--- src/rtl/dsd_pkg.sv ---
`timescale 1ns/1ps
// Shared types for the DRAM strobe cycle decoder.
// Assumes: codes are consumed by logic outside the block as plain 3-bit values.
package dsd_pkg;
    localparam int CODE_W = 3;

    typedef enum logic [CODE_W-1:0] {
        CY_READ   = 3'd0,
        CY_EWRITE = 3'd1,
        CY_RDWR   = 3'd2,
        CY_PAGE   = 3'd3,
        CY_ROWREF = 3'd4,
        CY_CBR    = 3'd5,
        CY_HIDDEN = 3'd6,
        CY_TEST   = 3'd7
    } cyc_e;

    typedef struct packed {
        logic ras_fall;
        logic ras_rise;
        logic cas_fall;
        logic cas_rise;
        logic we_fall;
        logic we_chg;
    } edge_t;
endpackage

--- src/rtl/dsd_sampler.sv ---
`timescale 1ns/1ps
// Registers the strobes and the address once and derives edge pulses
// by comparing each sample with the one before it.
// Assumes: strobes are already synchronous to clk or slow enough that
// a single register stage is acceptable; idle strobe level is high.
module dsd_sampler #(
    parameter int AW = 10
) (
    input  logic               clk,
    input  logic               rst_n,
    input  logic               ras_n,
    input  logic               cas_n,
    input  logic               we_n,
    input  logic               oe_n,
    input  logic [AW-1:0]      addr,
    output logic               s_ras,
    output logic               s_cas,
    output logic               s_we,
    output logic               s_oe,
    output logic [AW-1:0]      addr_q,
    output dsd_pkg::edge_t     edg
);
    logic p_ras, p_cas, p_we;

    // Capture current strobe levels and address.
    always_ff @(posedge clk) begin
        if (!rst_n) begin
            s_ras  <= 1'b1;
            s_cas  <= 1'b1;
            s_we   <= 1'b1;
            s_oe   <= 1'b1;
            addr_q <= '0;
        end else begin
            s_ras  <= ras_n;
            s_cas  <= cas_n;
            s_we   <= we_n;
            s_oe   <= oe_n;
            addr_q <= addr;
        end
    end

    // Keep the previous strobe sample for edge detection.
    always_ff @(posedge clk) begin
        if (!rst_n) begin
            p_ras <= 1'b1;
            p_cas <= 1'b1;
            p_we  <= 1'b1;
        end else begin
            p_ras <= s_ras;
            p_cas <= s_cas;
            p_we  <= s_we;
        end
    end

    // Edge pulses, valid for the one cycle a new sample is current.
    always_comb begin
        edg.ras_fall = p_ras & ~s_ras;
        edg.ras_rise = ~p_ras & s_ras;
        edg.cas_fall = p_cas & ~s_cas;
        edg.cas_rise = ~p_cas & s_cas;
        edg.we_fall  = p_we & ~s_we;
        edg.we_chg   = p_we ^ s_we;
    end
endmodule

--- src/rtl/dsd_refresh_ctr.sv ---
`timescale 1ns/1ps
// Internal refresh row counter; advances by one on each refresh that
// takes its row internally, wrapping at 2^AW.
// Assumes: adv is a single-cycle pulse.
module dsd_refresh_ctr #(
    parameter int AW = 10
) (
    input  logic          clk,
    input  logic          rst_n,
    input  logic          adv,
    output logic [AW-1:0] value
);
    localparam logic [AW-1:0] STEP = AW'(1);

    // Count refresh rows.
    always_ff @(posedge clk) begin
        if (!rst_n)   value <= '0;
        else if (adv) value <= value + STEP;
    end
endmodule

--- src/rtl/dsd_classifier.sv ---
`timescale 1ns/1ps
// Cycle classifier: latches row and column, decides the class of each
// row and column cycle from strobe ordering, tracks the test flag and
// whether read data is available for the data pins.
// Assumes: edge pulses come from dsd_sampler; a column strobe pulsed
// during a refresh row period is not an access and is ignored.
module dsd_classifier #(
    parameter int AW = 10
) (
    input  logic               clk,
    input  logic               rst_n,
    input  logic               s_ras,
    input  logic               s_cas,
    input  logic               s_we,
    input  logic [AW-1:0]      addr_q,
    input  dsd_pkg::edge_t     edg,
    input  logic [AW-1:0]      ctr_val,
    output logic               adv,
    output logic               cyc_valid,
    output dsd_pkg::cyc_e      cyc_code,
    output logic [AW-1:0]      row_q,
    output logic [AW-1:0]      col_q,
    output logic               test_mode,
    output logic               proto_err,
    output logic               data_valid
);
    import dsd_pkg::*;

    logic  acc_pend;      // column latched, report not yet given
    cyc_e  acc_code;      // class of the pending access
    cyc_e  ref_code;      // class of the current refresh row period
    logic  is_ref;        // current row period is counter-addressed
    logic  col_seen;      // a column was latched in this row period
    logic  cas_from_acc;  // column strobe low since an access latch
    logic  cas_held;      // column strobe was already low at this sample
    logic  col_strobe;    // this sample opens an access column

    // Decode combinational qualifiers of the current sample.
    always_comb begin
        cas_held   = ~s_cas & ~edg.cas_fall;
        col_strobe = edg.cas_fall & ~s_ras & (edg.ras_fall | ~is_ref);
    end

    // Main sequencing of reports, latches and flags.
    always_ff @(posedge clk) begin
        if (!rst_n) begin
            adv          <= 1'b0;
            cyc_valid    <= 1'b0;
            cyc_code     <= CY_READ;
            row_q        <= '0;
            col_q        <= '0;
            test_mode    <= 1'b0;
            proto_err    <= 1'b0;
            data_valid   <= 1'b0;
            acc_pend     <= 1'b0;
            acc_code     <= CY_READ;
            ref_code     <= CY_CBR;
            is_ref       <= 1'b0;
            col_seen     <= 1'b0;
            cas_from_acc <= 1'b0;
        end else begin
            cyc_valid <= 1'b0;
            proto_err <= 1'b0;
            adv       <= 1'b0;

            // Report: pending access first, then row-type classes.
            if (acc_pend && (edg.cas_rise || edg.ras_rise)) begin
                cyc_valid <= 1'b1;
                cyc_code  <= acc_code;
                acc_pend  <= 1'b0;
            end else if (edg.ras_rise && is_ref) begin
                cyc_valid <= 1'b1;
                cyc_code  <= ref_code;
            end else if (edg.ras_rise && !col_seen) begin
                cyc_valid <= 1'b1;
                cyc_code  <= CY_ROWREF;
                test_mode <= 1'b0;
            end
            if (edg.ras_rise) is_ref <= 1'b0;

            // Row open: refresh from the counter or row from the pins.
            if (edg.ras_fall) begin
                if (cas_held) begin
                    is_ref <= 1'b1;
                    row_q  <= ctr_val;
                    adv    <= 1'b1;
                    if (cas_from_acc) begin
                        ref_code <= CY_HIDDEN;
                    end else if (s_we) begin
                        ref_code  <= CY_CBR;
                        test_mode <= 1'b0;
                    end else begin
                        ref_code  <= CY_TEST;
                        test_mode <= 1'b1;
                    end
                    if (edg.we_chg) proto_err <= 1'b1;
                end else begin
                    is_ref   <= 1'b0;
                    col_seen <= 1'b0;
                    row_q    <= addr_q;
                    if (edg.cas_fall) proto_err <= 1'b1;
                end
            end

            // Column access latch and late-write upgrade.
            if (col_strobe) begin
                col_q        <= addr_q;
                acc_pend     <= 1'b1;
                col_seen     <= 1'b1;
                cas_from_acc <= 1'b1;
                data_valid   <= s_we;
                if (col_seen && !edg.ras_fall) acc_code <= CY_PAGE;
                else if (s_we)                  acc_code <= CY_READ;
                else                            acc_code <= CY_EWRITE;
            end else if (edg.we_fall && !s_cas && acc_pend && acc_code == CY_READ) begin
                acc_code <= CY_RDWR;
            end

            // Column strobe rise ends held data and hidden eligibility.
            if (edg.cas_rise) begin
                cas_from_acc <= 1'b0;
                data_valid   <= 1'b0;
            end
        end
    end
endmodule

--- src/rtl/dsd_dq_ctl.sv ---
`timescale 1ns/1ps
// Data-pin direction: memory drives only while both column strobe and
// output enable are low and read data is held.
// Assumes: data_valid is cleared by the classifier on a column rise.
module dsd_dq_ctl (
    input  logic s_cas,
    input  logic s_oe,
    input  logic data_valid,
    output logic dq_out_en
);
    // Combine the current levels with the held-data flag.
    always_comb dq_out_en = ~s_cas & ~s_oe & data_valid;
endmodule

--- src/rtl/dram_strobe_decoder.sv ---
`timescale 1ns/1ps
// Top of the DRAM strobe cycle decoder: sampler, classifier, refresh
// counter and data-pin direction logic.
// Assumes: all inputs idle high between cycles; addr is stable in the
// sample where the matching strobe falls.
module dram_strobe_decoder #(
    parameter int AW = 10
) (
    input  logic          clk,
    input  logic          rst_n,
    input  logic          ras_n,
    input  logic          cas_n,
    input  logic          we_n,
    input  logic          oe_n,
    input  logic [AW-1:0] addr,
    output logic          cyc_valid,
    output logic [2:0]    cyc_code,
    output logic [AW-1:0] row_q,
    output logic [AW-1:0] col_q,
    output logic          test_mode,
    output logic          dq_out_en,
    output logic          proto_err
);
    import dsd_pkg::*;

    logic          s_ras, s_cas, s_we, s_oe;
    logic [AW-1:0] addr_q;
    edge_t         edg;
    logic [AW-1:0] ctr_val;
    logic          adv;
    logic          data_valid;
    cyc_e          code_e;

    dsd_sampler #(.AW(AW)) u_sampler (
        .clk(clk), .rst_n(rst_n),
        .ras_n(ras_n), .cas_n(cas_n), .we_n(we_n), .oe_n(oe_n), .addr(addr),
        .s_ras(s_ras), .s_cas(s_cas), .s_we(s_we), .s_oe(s_oe),
        .addr_q(addr_q), .edg(edg)
    );

    dsd_refresh_ctr #(.AW(AW)) u_ctr (
        .clk(clk), .rst_n(rst_n), .adv(adv), .value(ctr_val)
    );

    dsd_classifier #(.AW(AW)) u_cls (
        .clk(clk), .rst_n(rst_n),
        .s_ras(s_ras), .s_cas(s_cas), .s_we(s_we),
        .addr_q(addr_q), .edg(edg), .ctr_val(ctr_val),
        .adv(adv), .cyc_valid(cyc_valid), .cyc_code(code_e),
        .row_q(row_q), .col_q(col_q), .test_mode(test_mode),
        .proto_err(proto_err), .data_valid(data_valid)
    );

    dsd_dq_ctl u_dq (
        .s_cas(s_cas), .s_oe(s_oe), .data_valid(data_valid), .dq_out_en(dq_out_en)
    );

    // Present the class as a plain code.
    always_comb cyc_code = code_e;
endmodule

--- config.mk ---
export PLATFORM = sky130hd
export DESIGN_NAME = dram_strobe_decoder
export DESIGN_NICKNAME = d
export VERILOG_FILES = /design/src/rtl/dsd_pkg.sv /design/src/rtl/dsd_sampler.sv /design/src/rtl/dsd_refresh_ctr.sv /design/src/rtl/dsd_classifier.sv /design/src/rtl/dsd_dq_ctl.sv /design/src/rtl/dram_strobe_decoder.sv
export SDC_FILE = /design/constraint.sdc
export NUM_CORES = 1
export LEC_CHECK = 0
export BUFFER_PORTS_ARGS = -buffer_cell sky130_fd_sc_hd__clkbuf_2
export CORE_MARGIN = 4
export CORE_UTILIZATION = 45
export DETAILED_ROUTE_END_ITERATION = 10
export PLACE_DENSITY = 0.72
export SETUP_SLACK_MARGIN = 0.1
export SLEW_MARGIN = 10
export SYNTH_ARGS = -nofsm -noshare
export SYNTH_HDL_FRONTEND = slang
export SYNTH_SLANG_ARGS = --single-unit
export TNS_END_PERCENT = 50
--- constraint.sdc ---
create_clock -name clk -period 2.3 [get_ports clk]
set_input_delay 0.23 -clock clk [delete_from_list [all_inputs] [get_ports clk]]
set_output_delay 0.23 -clock clk [all_outputs]
set_load 0.01 [all_outputs]
======== Yosys cells after proc, flatten, opt, wreduce, memory -nomap -nowiden ========
Index checks and enable logic that the tools add are counted.
storage, ports and cells
  register bits after elaboration ......... 65
  logic and storage cells ................. 98
  input bits .............................. 16
operators by class
  equality and inequality tests ........... 1
  add/sub/neg operators ................... 1
  reduce and logical (&&, ||, !) cells .... 21
  bitwise gates (word level) .............. 21
  muxes and demuxes ....................... 31
operator list
  kind                                                              count
  1-bit 2-to-1 mux                                                  22
  3-bit 2-to-1 mux                                                  7
  10-bit by 1-bit adder with 10-bit output (second input constant)  1
  1-bit bitwise AND                                                 10
  10-bit 2-to-1 mux                                                 1
  1-bit NOT                                                         9
  2-bit nonzero test                                                4
  1-bit logical AND                                                 7
  2-bit AND reduction                                               3
  1-bit logical NOT                                                 3
  3-bit logical NOT                                                 1
  3-bit nonzero test                                                1
  2-bit 2-to-1 mux                                                  1
  2-bit inequality test (second input constant)                     1
  2-bit OR reduction                                                1
  1-bit logical OR                                                  1
  1-bit OR                                                          1
  1-bit bitwise XOR                                                 1

======== Logic depth before layout (Yosys ltp) ========
  word-level depth ........................ 9
  mapped depth ............................ 7
  gate-level depth less buffers ........... 5

======== Hierarchy ========
A second synthesis with hierarchy kept.
second synthesis, totals
  cells, all modules ...................... 258
  area, all modules ....................... 2466.1 sq um
modules (own cells, without submodules)
  module           times used  seq. area each (sq um)  area each (sq um)  cells an instance
  dsd_classifier   1           720.7                   1503.9             168
  dsd_sampler      1           340.3                   511.7              42
  dsd_refresh_ctr  1           200.2                   437.9              47
  dsd_dq_ctl       1           0.0                     12.5               1

======== Least setup slack after synthesis ========
No wires, ideal clock.
  kind .................................... flip-flop to flip-flop
  start ................................... register u_sampler.s_ras
  end ..................................... register u_cls.test_mode
  period minus slack after synthesis ...... 1.603 ns
  data arrival time ....................... 1.532 ns
  path buffers ............................ 2
  cell stages (with the launch flop) ...... 8
  setup slack ............................. 0.697 ns
  setup time .............................. 0.070 ns
  path through ............................ dfxtp_1 inv_1 ha_1 buf_2 or3b_1 buf_2 or3_1 a21oi_1
RTL lines
  item                    RTL line              text
  from (decl)             dsd_sampler.sv:16     output logic s_ras,
  from (signal assigned)  dsd_sampler.sv:34     s_ras <= ras_n;
  to (signal assigned)    dsd_classifier.sv:52  test_mode <= 1'b0;
  to (signal assigned)    dsd_classifier.sv:77  test_mode <= 1'b0;
  to (signal assigned)    dsd_classifier.sv:91  test_mode <= 1'b0;
  to (decl)               dsd_classifier.sv:23  output logic test_mode,

==> results by group <==
Run status
  – Status: complete, no violations

Critical path
  – CP Capture Type: register
  – CP max stage delay: about 490 ps
  – CP required: 2540 ps
  – Worst Reg-to-Reg Cells: 6
  – WP data arrival: 2040 ps
  – CP Cell Sequence: inv_1, ha_1, buf_4, nand2b_1, a21oi_1, a311oi_1
  – Crit Path Class: register to register
  – Critical path startpoint category: register
  – Crit-path slowest cell: nand2b_1
  – Critical Path Fanout Max: 24

Clock network
  – CTS tree: done
  – CTS Hold Buffers Added: 0
  – CTS resizes: 0
  – CTS Buf Count: 9
  – CTS sink count: between 60 and 70
  – Root Buffer Master: clkbuf_8
  – CTS clk-pin slew, worst paths: 60 ps
  – Postcts setup bufs: 0
  – Max Buffers Root-to-Sink: 2
  – CTS H-tree lvls: 3
  – Clk_lat worst skew: around 330 ps

Layout
  – Area growth from synthesis to layout: 17.1%
  – Final antenna diode count: 0
  – Post-layout nets: 328
  – FF+latch area: 0.00126 mm^2
  – Area of the multi-input gates: 0.00108 mm^2
  – Fill cell count: 494
  – Layout Utilization: 55.1%
  – Layout cells sized above 1: 19.2%

Die
  – Initial Utilization: 47.0%
  – Std cell rows: 26
  – Die Ht: 81.8 um
  – IO Pins: 43
  – Die width: 81.8 um
  – Die ar.: 0.00669 mm^2
  – Core Area: about 0.0052 mm^2

Routing
  – Via count: around 2000
  – Drt initial violations: around 160
  – DRT Pass-1 Iters: 4
  – Final WL: ~5300 um
  – Drt wl/cell: 13.9 um
  – Post-route ant nets: 0
  – DRC viols: 0
  – DR vias/cell: 5.26

Synthesis
  – Adder-cell share of the synthesized area: 2.04%
  – Compound-Gate Fraction of Synth Area: 19.1%
  – Syn_nets: 289
  – Mux contribution to synthesized area: 0.409%
  – Synth unique cells: 38
  – Post-synthesis sequential area ratio: 51.5%
  – Synth Cell Area: about 0.0024 mm^2
  – Post-synth EDFFs: 0
  – Yosys warns: 0
  – Largest family of logic cells by synthesized area: simple AND/OR/NAND/NOR gates
  – Ys async rst share: 0%
  – Post-synthesis xor/xnor area fraction: 1.43%
  – Register bit total from synthesis: 63
  – Mapped Cells: approximately 270
  – Post-Synth Simple-Gate Area: 21.2%
  – Mean Syn Cell Area: 9.10 um^2
  – Post-synth top flop: dfxtp_1

STA
  – Clk_skew: 4.18 ps
  – TNS Setup: 0 ps
  – Final Max Slew Viols: 0
  – Slew margin rel.: roughly three fifths
  – RSZ-0062 raised after global routing: false
  – Slew @ Worst Pin: around 590 ps
  – # setup viols final: 0
  – Final Cycle Share: a little under 80%
  – Endpoints failing hold: 0
  – Achievable frequency: around 560 MHz
  – Post-layout min period: 1800 ps

Global routing
  – GRT Residual Overflow: 0
  – Largest net degree at the start of global routing: 37
  – First-pass GRT wire length: 9110 um
  – Total Routing Usage GR: a little under a fifth
  – Vias in the first global route: a little under 2000
  – Initial antenna violation count: 0

Pwr
  – PD cells: 736 mW/mm^2
  – Leak pwr: 1.12 nW
  – Maximum vdd drop: 0.467 mV

Place
  – Port Buf Inserts: 42
  – Final RePlAce weighted congestion: 0.827
  – HPWL Detailed: 3710 um

Job
  – Max-Cap Viols: 0

Hold path
  – Hold path depth: 2
  – Worst hold path type: input port to register
area by class of cell:
cell class / count / share of cell area, %
Clock buffer: 16 / 5.94
Inverter: 7 / 0.917
Multi-Input combinational cell: 181 / 37.7
Sequential cell: 63 / 44.0
Tap cell: 70 / 3.06
Timing Repair Buffer: 46 / 8.38
synth_stat cells (6+ instances only):
cell / instances / area [um^2]
o21ai_0: 15 / 75.1
nand2_1: 20 / 75.1
dfxtp_1: 63 / 1260
a311oi_1: 11 / 96.3
nor2_1: 21 / 78.8
inv_1: 6 / 22.5
clkbuf_1: 13 / 48.8
o21ai_1: 10 / 50.1
nand2b_1: 10 / 62.6
nand3_1: 14 / 70.1
a21oi_1: 20 / 100
and2_1: 10 / 62.6
layer usage:
metal,part of all wire (%),GRT usage (%)
met1,48,24.8
met4,1.6,8.47
met2,45,25.8
met3,5.0,5.26
met5,0,0
worst paths after layout:
kind                                           from                end  slack (ps)
worst max-delay path                u_sampler.s_ras  u_cls.acc_code[0]         500
worst min-delay path                          ras_n    u_sampler.s_ras          80
worst min register to register  u_sampler.addr_q[3]     u_cls.col_q[3]         470
worst max register to register      u_sampler.s_ras  u_cls.acc_code[0]         500
kinds of logic (layout without fill, tap and decap cells):
logic type | after synthesis | count (layout)
fa+ha+maj | 4 | 4
mux | 1 | 1
xor+xnor | 4 | 4
compound gates | 74 | 74
simple gates | 98 | 98
flops | 63 | 63
buf+inv | 25 | 69
critical path, delay by kind of cell, from the launching register on:
family,cells,cell delay (ps)
flops,1,340
buf+inv,2,330
fa+ha+maj,1,170
compound gates,2,380
simple gates,1,490
per-stage QoR:
stage	instances	setup WS [ps]	power (W)	hold WS [ps]	area [um^2]
3_5_place_dp	367	532	0.00130	415	2700
3_3_place_gp	367	585	0.00130	410	2700
6_report	383	503	0.00211	76.3	2870
4_1_cts	383	511	0.00213	65.7	2870
5_1_grt	383	339	0.00220	66.3	2870
2_1_floorplan	269	697	0.00125	303	2450
sequential cells by signal, summed over array words and instances (netlist names), 2 cells and up:
| signal | count |
|---|---|
| u_sampler.addr_q | 10 |
| u_cls.col_q | 10 |
| u_cls.ref_code | 2 |
| u_cls.acc_code | 2 |
| u_ctr.value | 10 |
| u_cls.row_q | 10 |
| u_cls.cyc_code | 3 |
layout by cell type (no fill, tap or decap), types with 5 or more instances in the layout:
| cell type | instances |
|---|---|
| dfxtp_1 | 63 |
| clkbuf_2 | 42 |
| nor2_1 | 21 |
| nand2_1 | 20 |
| a21oi_1 | 20 |
| o21ai_0 | 15 |
| nand3_1 | 14 |
| a311oi_1 | 11 |
| clkbuf_8 | 11 |
| and2_1 | 10 |
| nand2b_1 | 10 |
| o21ai_1 | 10 |
| inv_1 | 6 |
| clkbuf_1 | 5 |
power by group:
group | switching [W] | internal [W]
logic | 0.0000683 | 0.0000528
clock network | 0.000382 | 0.000453
registers | 0.0000277 | 0.00113
Power figures use the tool's default switching activity.
